## src/rtl/scq_pkg.sv

```systemverilog
package scq_pkg;
  typedef enum logic [1:0] {
    CMP_IDLE  = 2'd0,
    CMP_MATCH = 2'd1,
    CMP_MISS  = 2'd2
  } cmp_res_e;
endpackage

```

## src/rtl/scq_store_fifo.sv

```systemverilog
module scq_store_fifo #(
  parameter int ADDR_W = 32,
  parameter int DATA_W = 32,
  parameter int DEPTH  = 8
) (
  input  logic              clk,
  input  logic              rst,
  input  logic              push,
  input  logic              pop,
  input  logic [ADDR_W-1:0] in_addr,
  input  logic [DATA_W-1:0] in_data,
  output logic [ADDR_W-1:0] head_addr,
  output logic [DATA_W-1:0] head_data,
  output logic              full,
  output logic              empty
);
  localparam int PTR_W = (DEPTH > 1) ? $clog2(DEPTH) : 1;
  localparam int CNT_W = $clog2(DEPTH + 1);
  localparam int ENT_W = ADDR_W + DATA_W;

  // LUT-RAM style storage: synchronous write, asynchronous head read
  logic [ENT_W-1:0] mem [DEPTH];
  logic [PTR_W-1:0] wr_ptr, rd_ptr;
  logic [CNT_W-1:0] cnt;

  function automatic logic [PTR_W-1:0] bump(input logic [PTR_W-1:0] p);
    return (p == PTR_W'(DEPTH - 1)) ? '0 : p + 1'b1;
  endfunction

  always_ff @(posedge clk) begin
    if (push) mem[wr_ptr] <= {in_addr, in_data};
  end

  always_ff @(posedge clk) begin
    if (rst) begin
      wr_ptr <= '0;
      rd_ptr <= '0;
      cnt    <= '0;
    end else begin
      if (push) wr_ptr <= bump(wr_ptr);
      if (pop)  rd_ptr <= bump(rd_ptr);
      case ({push, pop})
        2'b10:   cnt <= cnt + 1'b1;
        2'b01:   cnt <= cnt - 1'b1;
        default: cnt <= cnt;
      endcase
    end
  end

  assign {head_addr, head_data} = mem[rd_ptr];
  assign full  = (cnt == CNT_W'(DEPTH));
  assign empty = (cnt == '0);

  // occupancy never exceeds the configured depth
  p_no_overflow_r7: assert property (@(posedge clk) disable iff (rst)
    int'(cnt) <= DEPTH);
  // each entry leaves at most once per accepted trailing store
  p_count_track_r4: assert property (@(posedge clk) disable iff (rst)
    $past(!rst) |-> int'(cnt) == int'($past(cnt)) + int'($past(push)) - int'($past(pop)));
  // nothing leaves an empty queue
  p_no_underflow_r9: assert property (@(posedge clk) disable iff (rst)
    empty |-> !pop);
endmodule

```

## src/rtl/scq_comparator.sv

```systemverilog
module scq_comparator
  import scq_pkg::*;
#(
  parameter int ADDR_W = 32,
  parameter int DATA_W = 32
) (
  input  logic              clk,
  input  logic              rst,
  input  logic              fire,
  input  logic [ADDR_W-1:0] chk_addr,
  input  logic [DATA_W-1:0] chk_data,
  input  logic [ADDR_W-1:0] ref_addr,
  input  logic [DATA_W-1:0] ref_data,
  output logic              pop,
  output logic              wr_en,
  output logic [ADDR_W-1:0] wr_addr,
  output logic [DATA_W-1:0] wr_data,
  output logic              fault
);
  cmp_res_e res;

  always_comb begin
    res = CMP_IDLE;
    if (fire) res = ((chk_addr == ref_addr) && (chk_data == ref_data)) ? CMP_MATCH : CMP_MISS;
  end

  assign pop = (res == CMP_MATCH);

  always_ff @(posedge clk) begin
    if (rst) begin
      wr_en   <= 1'b0;
      wr_addr <= '0;
      wr_data <= '0;
      fault   <= 1'b0;
    end else begin
      wr_en <= (res == CMP_MATCH) && !fault;
      if (res == CMP_MATCH) begin
        wr_addr <= ref_addr;
        wr_data <= ref_data;
      end
      if (res == CMP_MISS) fault <= 1'b1;
    end
  end

  // fault is sticky
  p_fault_sticky_r6: assert property (@(posedge clk) disable iff (rst)
    fault |=> fault);
  // no cache write once a fault is raised
  p_silent_after_fault_r6: assert property (@(posedge clk) disable iff (rst)
    fault |-> !wr_en);
  // a write strobe lasts one cycle unless another check was accepted
  p_one_shot_r3: assert property (@(posedge clk) disable iff (rst)
    wr_en && !fire |=> !wr_en);
  // a rising fault never comes with a write
  p_miss_no_write_r5: assert property (@(posedge clk) disable iff (rst)
    $rose(fault) |-> !wr_en);
endmodule

```

## src/rtl/store_check_queue.sv

```systemverilog
module store_check_queue #(
  parameter int ADDR_W = 32,
  parameter int DATA_W = 32,
  parameter int DEPTH  = 8
) (
  input  logic              clk,
  input  logic              rst,
  input  logic              lead_valid,
  input  logic [ADDR_W-1:0] lead_addr,
  input  logic [DATA_W-1:0] lead_data,
  output logic              lead_ready,
  input  logic              trail_valid,
  input  logic [ADDR_W-1:0] trail_addr,
  input  logic [DATA_W-1:0] trail_data,
  output logic              trail_ready,
  output logic              mem_wr_en,
  output logic [ADDR_W-1:0] mem_wr_addr,
  output logic [DATA_W-1:0] mem_wr_data,
  output logic              fault
);
  logic              full, empty, pop, push, fire;
  logic [ADDR_W-1:0] head_addr;
  logic [DATA_W-1:0] head_data;

  assign lead_ready  = !full;
  assign trail_ready = !empty && !fault;   // independent of full: no deadlock
  assign push        = lead_valid && lead_ready;
  assign fire        = trail_valid && trail_ready;

  scq_store_fifo #(.ADDR_W(ADDR_W), .DATA_W(DATA_W), .DEPTH(DEPTH)) u_fifo (
    .clk(clk), .rst(rst), .push(push), .pop(pop),
    .in_addr(lead_addr), .in_data(lead_data),
    .head_addr(head_addr), .head_data(head_data),
    .full(full), .empty(empty)
  );

  scq_comparator #(.ADDR_W(ADDR_W), .DATA_W(DATA_W)) u_cmp (
    .clk(clk), .rst(rst), .fire(fire),
    .chk_addr(trail_addr), .chk_data(trail_data),
    .ref_addr(head_addr), .ref_data(head_data),
    .pop(pop), .wr_en(mem_wr_en), .wr_addr(mem_wr_addr), .wr_data(mem_wr_data),
    .fault(fault)
  );

  // every cache write follows an accepted trailing store
  p_write_needs_trail_r2: assert property (@(posedge clk) disable iff (rst)
    $past(!rst) && mem_wr_en |-> $past(trail_valid && trail_ready));
  // a full queue still accepts the trailing store
  p_full_drains_r8: assert property (@(posedge clk) disable iff (rst)
    !lead_ready && !fault |-> trail_ready);
endmodule

```

## config.mk

```make
export PLATFORM = sky130hd
export DESIGN_NAME = store_check_queue
export DESIGN_NICKNAME = d
export VERILOG_FILES = /design/src/rtl/scq_pkg.sv /design/src/rtl/scq_store_fifo.sv /design/src/rtl/scq_comparator.sv /design/src/rtl/store_check_queue.sv
export SDC_FILE = /design/constraint.sdc
export NUM_CORES = 1
export LEC_CHECK = 0
export ABC_AREA = 1
export BUFFER_PORTS_ARGS = -buffer_cell sky130_fd_sc_hd__buf_2
export CORE_MARGIN = 2
export CORE_UTILIZATION = 46
export CTS_CLUSTER_SIZE = 25
export DETAILED_ROUTE_END_ITERATION = 10
export PLACE_DENSITY = 0.66
export SETUP_SLACK_MARGIN = 0.5
export SYNTH_ARGS = -nofsm -noshare
export SYNTH_HDL_FRONTEND = slang
export SYNTH_SLANG_ARGS = --single-unit
```

## constraint.sdc

```tcl
create_clock -name clk -period 3.88 [get_ports clk]
set_input_delay 0.388 -clock clk [delete_from_list [all_inputs] [get_ports clk]]
set_output_delay 0.388 -clock clk [all_outputs]
set_load 0.005 [all_outputs]
```

# Yosys cells after proc, flatten, opt, wreduce, memory -nomap -nowiden
# Memory sizes are Yosys's and may differ from the RTL's. A register that Yosys moved wholly into a read port is not among the register bits.
# Index checks and enable logic that the tools add are counted.
classes:
  n_reduce_logical: 10
  mux: 9
  n_addsub: 4
  n_eq_ne: 9
ops:
  columns: ["operator", "n"]
  rows:
  - ["equality test 32 bit", 2]
  - ["two-way mux 3 bit", 4]
  - ["case mux 4 bit (2 select lines)", 1]
  - ["adder 3 x 1 -> 3 bit (second input constant)", 2]
  - ["equality test 3 bit (second input constant)", 2]
  - ["logical AND 1 bit", 5]
  - ["adder 4 x 1 -> 4 bit (second input constant)", 1]
  - ["equality test 2 x 1 -> 1 bit (second input constant)", 2]
  - ["equality test 2 bit (second input constant)", 2]
  - ["equality test 4 bit (second input constant)", 1]
  - ["logical NOT 4 bit", 1]
  - ["two-way mux 2 bit", 2]
  - ["subtractor 4 x 1 -> 4 bit (second input constant)", 1]
  - ["logical NOT 1 bit", 3]
  - ["two-way mux 1 bit", 2]
  - ["nonzero test 2 bit", 1]
word_totals:
  elab_cells: 40
  output_inout_bits: 68
  register_bits: 76
  mem_bits_rw: 512
  input_bits: 132
  memories: 1
memory_table:
  columns: ["name", "words", "width", "rd", "rd_clocked_by_memory_dff", "write_ports", "line", "text"]
  rows:
  - ["u_fifo.mem", 8, 64, 1, 1, 1, "scq_store_fifo.sv:22", "logic [ENT_W-1:0] mem [DEPTH];"]

# Depth between registers and ports, before layout
# Gate-level depths: netlist of run 1.
logic_depth:
  ltp_word: 8
  ltp_mapped: 29
  ltp_nobuf: 25

# By module
# A second synthesis of run 1 with hierarchy kept.
hier_totals:
  hier_cells: 2325
  hier_area_um2: 24953.9
modules_own_cells:
  columns: ["mod", "seq_area_each_um2", "instances", "area_each_um2", "cells_each"]
  rows:
  - ["scq_store_fifo", 15635.0, 1, 20522.2, 1527]
  - ["scq_comparator", 1321.3, 1, 4393.0, 789]
  - ["store_check_queue", 0.0, 1, 38.8, 9]

# Worst setup path before layout of run 1
# OpenSTA, ideal clock, no wires.
synth_path:
  path_kind: "reg-to-reg"
  start: "register u_fifo.cnt[0]"
  end: "memory u_fifo.mem[1][0] (netlist bit), enable pin"
  setup_time_ns: 0.486
  path_stages_with_launch: 7
  arrival_ns: 3.556
  n_path_buf: 0
  required_time_ns: 3.394
  slack_ns: -0.162
  synth_period_minus_slack_ns: 4.042
  path_cell_list: "dfxtp_1 > nor2_1 > nand3_1 > nand2_1 > nor2_1 > inv_1 > nor2_1"
synth_via:
  elab_chain_len: 5
synth_rtl:
  columns: ["element", "line", "text"]
  rows:
  - ["start: declaration", "scq_store_fifo.sv:24", "logic [CNT_W-1:0] cnt;"]
  - ["start signal: assignment", "scq_store_fifo.sv:43", "2'b10: cnt <= cnt + 1'b1;"]
  - ["start signal: assignment", "scq_store_fifo.sv:44", "2'b01: cnt <= cnt - 1'b1;"]
  - ["start signal: assignment", "scq_store_fifo.sv:45", "default: cnt <= cnt;"]
  - ["equality test 4 bit", "scq_store_fifo.sv:51", "assign full = (cnt == CNT_W'(DEPTH));"]
  - ["logical NOT 1 bit", "store_check_queue.sv:25", "assign lead_ready = !full;"]
  - ["named net lead_ready", "store_check_queue.sv:11", "output logic lead_ready,"]
  - ["logical AND 1 bit", "store_check_queue.sv:27", "assign push = lead_valid && lead_ready;"]
  - ["two-way mux 1 bit", "scq_store_fifo.sv:31", "if (push) mem[wr_ptr] <= {in_addr, in_data};"]
  - ["two-way mux 1 bit (implied by the code)", "scq_store_fifo.sv:31", null]
  - ["end: declaration", "scq_store_fifo.sv:22", null]
# The timed path passes the listed nets, and every way through them passes these cells.

==> key figures, run 1 <==
Synth
  – Synth top area share: 56.1%
  – Avg Synthesized Cell Area: 8.69 um^2
  – Largest cells by area after synthesis: edfxtp_1 (56%), nand2_1 (18%), inv_1 (6.7%), nand3_1 (6.2%), dfxtp_1 (5.8%)
  – Synthesized flop and latch total: 591
  – Syn Inst Count: 3155
  – Synth top cells by count: nand2_1 (1303), edfxtp_1 (512), inv_1 (486), nand3_1 (340), nor2_1 (233)
  – Syn_nets: 3294
  – Dominant synthesized flop cell: edfxtp_1
  – Largest family of logic cells by synthesized area: simple AND/OR/NAND/NOR gates
  – Register area share after synthesis: 61.9%
  – Synth Area in XOR/XNOR: 0.0639%
  – Synth Warn #: 0
  – Cell with the most instances after synthesis: nand2_1
  – Area leader, netlist: edfxtp_1
  – Synth Area in Compound Gates: 0.662%
  – Mux share of post-synthesis cell area: 0%
  – Library cells used by synthesis: 28
  – Number of synthesized flops with an enable pin: 512
  – Asr flop ratio synth: 0%
  – Synth Cell Area: 27400 um^2
  – Post-Synth Adder-Cell Area: 0.320%
  – Post-synthesis simple-gate area fraction: 27.9%

Timing
  – Tmin final: 3.35 ns
  – Relative slew slack: 34.5%
  – Part of the cycle the worst path needs: 86.3%
  – Fin. max-slew vios: 0
  – Hold Vio Cnt, Final: 0
  – Worst-margin pin slew: 0.982 ns
  – Final setup fails: 0
  – Unrepaired setup endpoints after global routing: yes
  – Worst hold slack: 0.0226 ns
  – Fmax achieved: 298 MHz
  – Max Clock Skew: 0.0280 ns

Die
  – Die width: 248 um
  – Area of the die: 61500 um^2
  – Die Y: 248 um
  – Starting Density: 46.5%
  – Row cnt: 89
  – Core area: 58900 um^2
  – # IOs: 200

Pwr
  – Pwr per Cell Area: 409 nW/um^2
  – Worst VDD drop: 0.336 mV
  – P_leak: 0.0152 uW

Routing
  – DR vias: 21475
  – Drt total wl: 81400 um
  – Starting DRT DRC Count: 2267
  – Vias per cell: 5.07
  – Drt pass-1 iters: 6
  – Wire per inst: 19.2 um
  – DRC: 0
  – Post-DRT Antenna Nets: 0

GRT
  – Vias in the first global route: 19036
  – Antenna violations before repair: 23
  – First-pass GRT wire length: 115000 um
  – Gr ovfl total: 0
  – All-Layer GR Usage: 25.3%
  – Largest net degree at the start of global routing: 107

Cells and area
  – Finished Cell Area: 32700 um^2
  – Fill count: 5127
  – Post-Layout Cell Count: 4236
  – Proportion of layout cells with a drive suffix above 1: 15.1%
  – Synth-to-Final Area Change: 19.4%
  – Core Util, Final: 55.6%
  – Layout Nets: 3542

Clock tree
  – Root Buffer: clkbuf_16
  – Clock Path Buffers: 3
  – CTS Buf Count: 59
  – H-tree depth: 2
  – CTS tree: done
  – Clock sinks: 591
  – Clk_lat worst skew: 0.65 ns
  – Reg clk slew, reported paths: 0.06 ns

Setup path
  – Largest stage delay on the critical path: 0.36 ns
  – CP endpoint kind: flip-flop
  – Most used cell, CP: nand2_2
  – Worst-path fanout max: 8
  – Crit Path Category: reg -> reg
  – CP max-delay cell: dfxtp_4
  – Crit-path leading delay family: simple AND/OR/NAND/NOR gates
  – WP data required: 4.41 ns
  – Startpoint types: flip-flop
  – Critical Path AT: 3.88 ns
  – Crit path buf inv count: 7

Placement
  – Routability cong.: 0.891
  – Placed cell areas: 29600 um^2
  – Placed cell count: 4066
  – Post-DP HPWL: 48600 um
  – PortBufs: 199

Run
  – MaxCap Viol Count: 0

Worst hold path
  – Type of the worst min-delay path: in -> reg

Status
  – Status: complete, no violations
-- logic make-up (layout without fill, tap and decap cells) --
kind of cell,after synthesis,count (layout)
AOI/OAI and AO/OA,35,35
xor gates and xnor gates,2,2
adders and majority gates,7,7
buffers and inverters,620,919
DFF,591,591
other,0,9
and+or+nand+nor,1900,1900
-- cells in the final DEF (no fill, tap or decap), drive strengths merged --
cell,instances
o31ai,1
ha,7
buf,294
xnor2,1
diode,9
or2,1
bufinv,2
dfxtp,79
and3,1
nand3b,16
bufbuf,2
a31oi,1
o21ai,22
xor2,1
inv,495
clkbuf,87
nand4,1
a21oi,10
and2,2
nand3,341
nor2,235
dlygate4sd3,6
clkinv,33
o211ai,1
edfxtp,512
nand2,1303
-- metal layers --
metal	GRT usage, %	vias up	routed length, um
met5	0	-	152
li1	-	10398	-
met2	37.9	948	36000
met4	9.46	24	2480
met1	34.9	9936	34100
met3	7.38	169	8670
-- state kept, by name (all words and copies together) (netlist names), named ones only --
name,cells
u_cmp.fault,1
u_fifo.mem,512
u_fifo.wr_ptr,3
u_cmp.wr_addr,32
u_cmp.wr_data,32
u_fifo.rd_ptr,3
u_fifo.cnt,4
u_cmp.wr_en,1
-- through the flow --
stage | worst slack (ns) | total power (uW) | TNS [ns]
floorplan | -0.162 | 7680 | -41.40
global placement | 0.122 | 8100 | 0
detailed placement | 0.118 | 8110 | 0
CTS | 0.521 | 13400 | 0
global route | 0.358 | 13800 | 0
finish | 0.530 | 13400 | 0
-- worst paths after layout --
check                                   start                 to  slack [ns]  cells past startpoint
worst max-delay path                flip-flop      u_fifo.cnt[2]        0.53                     26
worst min-delay path            lead_addr[17]  u_fifo.mem[5][49]        0.02                      1
worst max register to register      flip-flop      u_fifo.cnt[2]        0.53                     26
worst min register to register    u_cmp.fault        u_cmp.fault        0.47                      2
-- power by group --
part | switching [uW] | internal (uW)
Sequential | 38.2 | 7070
Clock | 2410 | 2920
Combinational | 677 | 278
Total | 3130 | 10300
-- timing repair --
item / in CTS / in global routing
hold endpoints to repair: 42 / 0
setup endpoints to repair: 3 / 6
resized for setup: 29 / 135
cloned: 5 / 15
hold buffers: 6 / 0
pin swaps: 3 / 56
buffers inserted: 7 / 16
-- layout make-up --
cell class                      instances  area [um^2]  area share (%)
Antenna cell                            9         22.5          0.0688
Clock buffer                           76         1540            4.71
Clock inverter                         36          216           0.661
Inverter                              492         1880            5.76
Multi-Input combinational cell       1944         8470            25.9
Sequential cell                       591        17000            51.8
Tap cell                              773          967            2.96
Timing Repair Buffer                  313         2640            8.06
Timing Repair inverter                  2         20.0          0.0612
Power figures use the tool's default switching activity.
==> inputs of run 2 (changes only) <==
CORE_UTILIZATION = 55   (was 46)
PLACE_DENSITY = 0.77   (was 0.66)
REMOVE_ABC_BUFFERS = 1   (was not set)
==> key figures, run 2 (synthesized netlist as in run 1, its figures left out) <==
Timing
  – Tmin final: 3.29 ns
  – Hold Vio Cnt, Final: 0
  – Fmax achieved: 304 MHz
  – Relative slew slack: 42.0%
  – Fin. max-slew vios: 0
  – Worst-margin pin slew: 0.868 ns
  – Part of the cycle the worst path needs: 84.9%
  – Final setup fails: 0
  – Unrepaired setup endpoints after global routing: yes
  – Max Clock Skew: 0.0212 ns

Routing
  – Wire per inst: 19.2 um
  – DRC: 0
  – Drt pass-1 iters: 6
  – DR vias: 21772
  – Drt total wl: 78600 um
  – Starting DRT DRC Count: 2757
  – Vias per cell: 5.32
  – Post-DRT Antenna Nets: 0

Setup path
  – Startpoint types: flip-flop
  – Most used cell, CP: nand2_1
  – Crit path buf inv count: 7
  – Largest stage delay on the critical path: 0.38 ns
  – Crit Path Category: reg -> reg
  – CP max-delay cell: dfxtp_4
  – Critical Path AT: 3.82 ns
  – Crit-path leading delay family: simple AND/OR/NAND/NOR gates
  – WP data required: 4.40 ns
  – CP endpoint kind: flip-flop
  – Worst-path fanout max: 8

Cells and area
  – Max reg flops: 512
  – Reg with most FFs: u_fifo.mem
  – Layout Nets: 3511
  – Finished Cell Area: 32500 um^2
  – Proportion of layout cells with a drive suffix above 1: 14.0%
  – Synth-to-Final Area Change: 18.5%
  – Most common cell after layout, fill and taps aside: nand2_1
  – Most frequent cells in the layout: nand2_1 (1272), edfxtp_1 (512), inv_1 (484)
  – Biggest regs: u_fifo.mem (512), u_cmp.wr_addr (32), u_cmp.wr_data (32)

Placement
  – Placed cell areas: 29300 um^2
  – Post-DP HPWL: 43700 um
  – PortBufs: 199
  – Routability cong.: 0.844

Pwr
  – Total power: 14000 uW
  – P_leak: 0.0151 uW
  – Worst VDD drop: 0.354 mV
  – Pwr per Cell Area: 432 nW/um^2

Die
  – Row cnt: 81
  – Area of the die: 51600 um^2
  – Die Y: 227 um
  – # IOs: 200
  – Die width: 227 um
  – Core area: 49100 um^2
  – Starting Density: 55.9%

GRT
  – Largest net degree at the start of global routing: 65
  – Vias in the first global route: 20194
  – Antenna violations before repair: 8
  – Gr ovfl total: 0
  – First-pass GRT wire length: 113000 um
  – All-Layer GR Usage: 29.5%

Clock tree
  – Clock Path Buffers: 3
  – CTS tree: done
  – CTS Buf Count: 60
  – Clock sinks: 591
  – H-tree depth: 2
  – Root Buffer: clkbuf_16
  – Reg clk slew, reported paths: 0.07 ns
  – Clk_lat worst skew: 0.64 ns

Status
  – Status: complete, no violations

Worst hold path
  – Type of the worst min-delay path: in -> reg

Run
  – MaxCap Viol Count: 0
## run 2: cell count changes in the layout (fill, tap and decap cells not counted), sizes merged
| cell | before | now |
|---|---|---|
| dlygate4sd3 | 6 | 0 |
| clkinv | 33 | 19 |
| bufbuf | 2 | 0 |
| diode | 9 | 5 |
| bufinv | 2 | 8 |
| clkbuf | 87 | 96 |
| buf | 294 | 268 |
| clkinvlp | 0 | 2 |
## run 2: repair_timing
| item | CTS | global route |
|---|---|---|
| endpoints found under the setup margin | 36 | 36 |
| resized for setup | 32 | 91 |
| cloned | 7 | 13 |
| hold buffers | 0 | 0 |
| buffers inserted | 10 | 9 |
| pin swaps | 2 | 29 |
## run 2: metrics by stage
step | utilization (%) | worst slack, ns | TNS (ns) | hold slack (ns) | std cells
6_report | 66.2 | 0.585 | 0 | 0.0150 | 4092
5_1_grt | 66.2 | 0.430 | 0 | 0.0138 | 4089
4_1_cts | 64.8 | 0.531 | 0 | 0.00752 | 4065
3_5_place_dp | 59.7 | 0.103 | 0 | 0.482 | 3935
3_3_place_gp | 59.7 | 0.258 | 0 | 0.474 | 3935
2_1_floorplan | - | -8.38 | -613.35 | 0.453 | 3027
## run 2: final timing paths
check,startpoint,slack (ns),cells past startpoint,end
setup / recovery,flip-flop,0.59,28,u_fifo.cnt[2]
hold / removal,lead_addr[26],0.02,1,u_fifo.mem[4][58]
setup reg to reg,flip-flop,0.59,28,u_fifo.cnt[2]
hold reg to reg,u_fifo.cnt[3],0.50,2,u_fifo.cnt[3]
## run 2: where the power goes
group	total [uW]	leakage (uW)	switching, uW	internal [uW]
clock	6030	0.00100	2490	3540
combinational	892	0.00879	644	248
sequential	7110	0.00529	41.5	7070
## run 2: per-layer routing
metal	vias up	global-route usage (%)	part of all wire, %
li1	10321	-	-
met1	10055	40.2	39
met2	1191	47.7	47
met3	195	4.44	11
met4	10	12.2	3.5
met5	-	0	0.066
## run 2: final cells by class
class / count / area, um^2
Timing Repair Buffer: 281 / 2440
Multi-Input combinational cell: 1944 / 8280
Timing Repair inverter: 2 / 27.5
Antenna cell: 5 / 12.5
Tap cell: 664 / 831
Inverter: 492 / 1880
Fill cell: 3762 / 16600
Clock buffer: 83 / 1670
Clock inverter: 30 / 372
Sequential cell: 591 / 17000
